===== config.mk =====
export PLATFORM = sky130hd
export DESIGN_NAME = hough_sweep
export DESIGN_NICKNAME = d
export VERILOG_FILES = /design/src/rtl/hough_sweep_pkg.sv /design/src/rtl/hs_mul4.sv /design/src/rtl/hs_sum_round.sv /design/src/rtl/hs_out_scale.sv /design/src/rtl/hough_sweep.sv
export SDC_FILE = /design/constraint.sdc
export NUM_CORES = 2
export LEC_CHECK = 0
export ABC_AREA = 1
export BUFFER_PORTS_ARGS = -buffer_cell sky130_fd_sc_hd__clkbuf_2
export CAP_MARGIN = 20
export CORE_ASPECT_RATIO = 1.5
export CORE_MARGIN = 2
export CORE_UTILIZATION = 57
export DETAILED_ROUTE_END_ITERATION = 8
export PLACE_DENSITY = 0.75
export SETUP_SLACK_MARGIN = 0.05
export SYNTH_ARGS = -nofsm -noshare
export SYNTH_HDL_FRONTEND = slang
export SYNTH_HIERARCHICAL = 1
export SYNTH_SLANG_ARGS = --single-unit

===== constraint.sdc =====
create_clock -name clk -period 6.7 [get_ports clk]
set_clock_uncertainty 0.05 [all_clocks]
set_input_delay 1.005 -clock clk [delete_from_list [all_inputs] [get_ports clk]]
set_output_delay 1.005 -clock clk [all_outputs]
set_load 0.005 [all_outputs]

===== src/rtl/hough_sweep_pkg.sv =====
package hough_sweep_pkg;
    // rotation constants: 1 degree step, 16 fractional bits
    localparam int COEF_FRAC = 16;
    localparam int COEF_W    = 18;
    localparam logic signed [COEF_W-1:0] COS_STEP = 18'sd65526;
    localparam logic signed [COEF_W-1:0] SIN_STEP = 18'sd1144;
    // sweep length: -90..+90 degrees inclusive
    localparam int ANGLE_COUNT = 181;
    localparam int ANGLE_W     = $clog2(ANGLE_COUNT);
    localparam logic [ANGLE_W-1:0] ANGLE_LAST = ANGLE_W'(ANGLE_COUNT - 1);
endpackage


===== src/rtl/hs_mul4.sv =====
// Four constant products of one rotation step.
module hs_mul4
    import hough_sweep_pkg::*;
#(
    parameter int SW = 20,
    parameter int PW = SW + COEF_W
) (
    input  logic signed [SW-1:0] r_i,
    input  logic signed [SW-1:0] s_i,
    output logic signed [PW-1:0] rc_o,
    output logic signed [PW-1:0] ss_o,
    output logic signed [PW-1:0] sc_o,
    output logic signed [PW-1:0] rs_o
);
    logic signed [PW-1:0] r_ext, s_ext, c_ext, n_ext;

    always_comb begin
        r_ext = PW'(r_i);
        s_ext = PW'(s_i);
        c_ext = PW'(COS_STEP);
        n_ext = PW'(SIN_STEP);
        rc_o  = r_ext * c_ext;
        ss_o  = s_ext * n_ext;
        sc_o  = s_ext * c_ext;
        rs_o  = r_ext * n_ext;
    end
endmodule


===== src/rtl/hs_sum_round.sv =====
// Combines the products into the next vector, rounding off the coefficient fraction.
module hs_sum_round
    import hough_sweep_pkg::*;
#(
    parameter int SW = 20,
    parameter int PW = SW + COEF_W
) (
    input  logic signed [PW-1:0] rc_i,
    input  logic signed [PW-1:0] ss_i,
    input  logic signed [PW-1:0] sc_i,
    input  logic signed [PW-1:0] rs_i,
    output logic signed [SW-1:0] r_o,
    output logic signed [SW-1:0] s_o
);
    localparam logic signed [PW-1:0] HALF =
        {{(PW-COEF_FRAC){1'b0}}, 1'b1, {(COEF_FRAC-1){1'b0}}};

    logic signed [PW-1:0] r_sum, s_sum, r_sh, s_sh;

    always_comb begin
        r_sum = rc_i + ss_i + HALF;
        s_sum = sc_i - rs_i + HALF;
        r_sh  = r_sum >>> COEF_FRAC;
        s_sh  = s_sum >>> COEF_FRAC;
        r_o   = r_sh[SW-1:0];
        s_o   = s_sh[SW-1:0];
    end
endmodule


===== src/rtl/hs_out_scale.sv =====
// Drops the guard bits with round-half-up.
module hs_out_scale #(
    parameter int SW    = 20,
    parameter int GUARD = 10,
    parameter int OUT_W = 10
) (
    input  logic signed [SW-1:0]    v_i,
    output logic signed [OUT_W-1:0] o_o
);
    localparam logic signed [SW-1:0] OHALF =
        {{(SW-GUARD){1'b0}}, 1'b1, {(GUARD-1){1'b0}}};

    logic signed [SW-1:0] v_sum, v_sh;

    always_comb begin
        v_sum = v_i + OHALF;
        v_sh  = v_sum >>> GUARD;
        o_o   = v_sh[OUT_W-1:0];
    end
endmodule


===== src/rtl/hough_sweep.sv =====
module hough_sweep
    import hough_sweep_pkg::*;
#(
    parameter int IN_W  = 8,
    parameter int TAG_W = 8,
    parameter int GUARD = 10,
    parameter int SLOTS = 3,
    parameter int OUT_W = IN_W + 2
) (
    input  logic                    clk,
    input  logic                    rst,
    input  logic                    in_valid,
    output logic                    in_ready,
    input  logic signed [IN_W-1:0]  in_x,
    input  logic signed [IN_W-1:0]  in_y,
    input  logic [TAG_W-1:0]        in_tag,
    output logic                    out_valid,
    output logic [ANGLE_W-1:0]      out_angle,
    output logic signed [OUT_W-1:0] out_r,
    output logic [TAG_W-1:0]        out_tag
);
    localparam int SW = IN_W + 2 + GUARD;
    localparam int PW = SW + COEF_W;
    localparam int NS = SLOTS - 1;

    typedef struct packed {
        logic                 busy;
        logic signed [SW-1:0] r;
        logic signed [SW-1:0] s;
        logic [ANGLE_W-1:0]   ang;
        logic [TAG_W-1:0]     tag;
    } slot_t;

    typedef struct packed {
        logic                 busy;
        logic signed [PW-1:0] rc;
        logic signed [PW-1:0] ss;
        logic signed [PW-1:0] sc;
        logic signed [PW-1:0] rs;
        logic [ANGLE_W-1:0]   ang;
        logic [TAG_W-1:0]     tag;
    } prod_t;

    typedef struct packed {
        slot_t [NS-1:0] ring;
        prod_t          prod;
    } state_t;

    state_t state_d, state_q;

    logic signed [PW-1:0] rc_w, ss_w, sc_w, rs_w;
    logic signed [SW-1:0] r_nx, s_nx;
    slot_t                adv, arrive, load;
    logic signed [SW-1:0] x_ext, y_ext;

    hs_mul4 #(.SW(SW), .PW(PW)) u_mul (
        .r_i  (state_q.ring[0].r),
        .s_i  (state_q.ring[0].s),
        .rc_o (rc_w),
        .ss_o (ss_w),
        .sc_o (sc_w),
        .rs_o (rs_w)
    );

    hs_sum_round #(.SW(SW), .PW(PW)) u_sum (
        .rc_i (state_q.prod.rc),
        .ss_i (state_q.prod.ss),
        .sc_i (state_q.prod.sc),
        .rs_i (state_q.prod.rs),
        .r_o  (r_nx),
        .s_o  (s_nx)
    );

    hs_out_scale #(.SW(SW), .GUARD(GUARD), .OUT_W(OUT_W)) u_out (
        .v_i (state_q.ring[0].r),
        .o_o (out_r)
    );

    always_comb begin
        // token leaving the adder, one degree further on
        adv.busy = state_q.prod.busy;
        adv.r    = r_nx;
        adv.s    = s_nx;
        adv.ang  = state_q.prod.ang + 1'b1;
        adv.tag  = state_q.prod.tag;

        // token that will occupy the head next cycle
        if (NS == 1) arrive = adv;
        else         arrive = state_q.ring[NS-1];

        in_ready = !arrive.busy;

        // start of sweep: first component -y, second component x
        x_ext     = SW'(in_x);
        y_ext     = SW'(in_y);
        load.busy = 1'b1;
        load.r    = (-y_ext) <<< GUARD;
        load.s    = x_ext <<< GUARD;
        load.ang  = '0;
        load.tag  = in_tag;

        state_d = state_q;

        state_d.prod.busy = state_q.ring[0].busy && (state_q.ring[0].ang != ANGLE_LAST);
        state_d.prod.rc   = rc_w;
        state_d.prod.ss   = ss_w;
        state_d.prod.sc   = sc_w;
        state_d.prod.rs   = rs_w;
        state_d.prod.ang  = state_q.ring[0].ang;
        state_d.prod.tag  = state_q.ring[0].tag;

        for (int k = NS - 1; k >= 1; k--) begin
            if (k == 1) state_d.ring[k] = adv;
            else        state_d.ring[k] = state_q.ring[k-1];
        end

        if (in_valid && in_ready) state_d.ring[0] = load;
        else                      state_d.ring[0] = arrive;

        out_valid = state_q.ring[0].busy;
        out_angle = state_q.ring[0].ang;
        out_tag   = state_q.ring[0].tag;
    end

    always_ff @(posedge clk) begin
        if (rst) state_q <= '0;
        else     state_q <= state_d;
    end
endmodule


==> flow_metrics.py <==
metrics = {
    "cts": {
        "post_cts_buffers": 0,
        "clk-insertion-delay-late_ps": 640,
        "clock_path_buffers": 3,
        "clk_root_buffer_cell": "clkbuf_16",
        "htreeDepth": 1,
        "cts_sinks": 275,
        "cts_inserted_buffers": 30,
        "clk_pin_slew_ps": 70,
        "cts_hold_buf": 0,
        "cts_resized": 0,
        "cts_tree": "built",
    },
    "detailed_routing": {
        "first_pass_iters": 6,
        "dr.first_iter.drc_count": 1517,
        "drcViolationCount": 0,
        "routed_wl_mm": 106,
        "vias": 30400,
        "ant_nets": 0,
        "via_per_inst": 5.03,
        "wire_per_inst_um": 17.6,
    },
    "critical_path": {
        "cp-start-kind": "flop",
        "rr_startpoint": "state_q[214]$_SDFF_PP0_",
        "slowest_delay_ps": 700,
        "critPathCaptureType": "flop",
        "path_common_cell": "fa_1",
        "crit_required_ps": 7170,
        "regToRegSetupSlack_ps": 690,
        "critPathArrivalTime_ps": 6480,
        "cpLargestDelayFamily": "adder cells",
        "reg2regPathDepth": 18,
        "critical_path_class": "reg -> reg",
        "crit_fanout": 9,
        "worstPathCellList": "inv_1 -> fa_1 -> inv_1 -> fa_1 -> fa_1 -> fa_1 -> fa_1 -> inv_1 -> fa_1 -> inv_1 -> ha_1 -> nand2_1 -> nor2_1 -> a21oi_1 -> nand2_2 -> xor2_1 -> inv_1 -> nor2_1",
        "crit_slowest_cell": "fa_1",
        "timing.rr.end": "state_q[150]$_SDFF_PP0_",
        "crit_buf_inv": 5,
    },
    "placed_design": {
        "gp_congestion": 1.03,
        "dpl.hpwl_mm": 92.3,
        "numPortBuffers": 54,
    },
    "timing": {
        "finalSetupTns_ps": 0,
        "finalMaxSlewViolations": 0,
        "finalHoldViolCount": 0,
        "min_period_over_period": 0.897,
        "setup_viol": 0,
        "maxSlewHeadroom": 0.366,
        "rsz0062_at_grt": "no",
        "fin_crit_ps": 6010,
        "max_freq_mhz": 166,
        "worst_pin_slew_ps": 951,
    },
    "final_layout": {
        "syn2layout_area_growth_pct": 5.89,
        "nets": 6182,
        "final_cell_mix": "inv_1, nand2_1, ha_1",
        "layout_commonest_cell": "inv_1",
        "drive_gt1_frac": 0.0375,
    },
    "floorplan": {
        "fp.dieW_um": 214,
        "start_util": 0.576,
        "placementRows": 115,
        "core_mm2": 0.0656,
        "fp.dieArea_mm2": 0.0684,
        "die_height_um": 319,
        "ios": 55,
    },
    "yosys": {
        "syn-cell-area_mm2": 0.0378,
        "ys.warnings.count": 6,
        "synth_cells": 5091,
        "avgSynthCellArea_um2": 7.42,
    },
    "global_routing": {
        "antenna_found_initial": 4,
        "grt_pass1_vias": 32100,
        "grt.total_usage": 0.319,
        "overflow": 0,
        "grt_pass1_wl_mm": 169,
        "grt_max_degree": 185,
    },
    "min_path": {
        "worstHoldPathCells": 2,
        "hold_class": "reg -> reg",
        "min_from": "arrive[15]$_SDFF_PP0_",
        "hold_end": "out_angle[7]$_SDFF_PP0_",
    },
    "flow_run": {
        "cap_viol_max_count": 0,
    },
    "status": {
        "status": "finished clean",
    },
}
[metrics by stage]
step                instance area (um^2)  hold WS [ps]  utilization  setup WS [ps]  std cells
floorplan                          37800           338            -            328       5098
global placement                   39000           339        0.594            709       5993
detailed placement                 39000           348        0.594            672       5993
CTS                                40000           352        0.610            663       6047
global route                       40000           364        0.610            368       6048
finish                             40000           348        0.610            691       6048
[worst max-delay path by stage]
| stage | start | end | cells after the start |
|---|---|---|---|
| floorplan | state_q[224]$_SDFF_PP0_ | state_q[165]$_SDFF_PP0_ | 23 |
| global placement | state_q[214]$_SDFF_PP0_ | state_q[150]$_SDFF_PP0_ | 18 |
| detailed placement | state_q[214]$_SDFF_PP0_ | state_q[156]$_SDFF_PP0_ | 23 |
| CTS | state_q[214]$_SDFF_PP0_ | state_q[150]$_SDFF_PP0_ | 18 |
| global route | state_q[214]$_SDFF_PP0_ | state_q[156]$_SDFF_PP0_ | 23 |
| finish | state_q[214]$_SDFF_PP0_ | state_q[150]$_SDFF_PP0_ | 18 |
[cell type report]
class | count | area, um^2
antenna | 1 | 2.50
clock buffer | 39 | 835
clock inverter | 15 | 196
fill | 6191 | 25600
inverter | 1488 | 5590
multi-input combinational | 3263 | 26200
sequential | 275 | 5510
tap | 877 | 1100
timing repair buffer | 90 | 559
[tightest hold or removal path, stage by stage (launching register included)]
cell	delay [ps]
dfxtp_1	290
inv_1	40
nor2_1	30
[flip-flops by register name, indices dropped and copies added, names as in the netlist]
| name | flops |
|---|---|
| adv | 9 |
| arrive | 57 |
| out_angle | 8 |
| out_tag | 8 |
| out_valid | 1 |
| state_q | 192 |
[metal layers]
layer	vias up	GRT usage	routed length (um)
met4	2	0.219	8650
met3	335	0.0308	3560
met1	14300	0.327	37900
li1	15000	-	-
met5	-	0	13
met2	697	0.607	56000
Power is not shown: default switching activity piles up to over one toggle a cycle in this logic, so the estimate is an artifact.
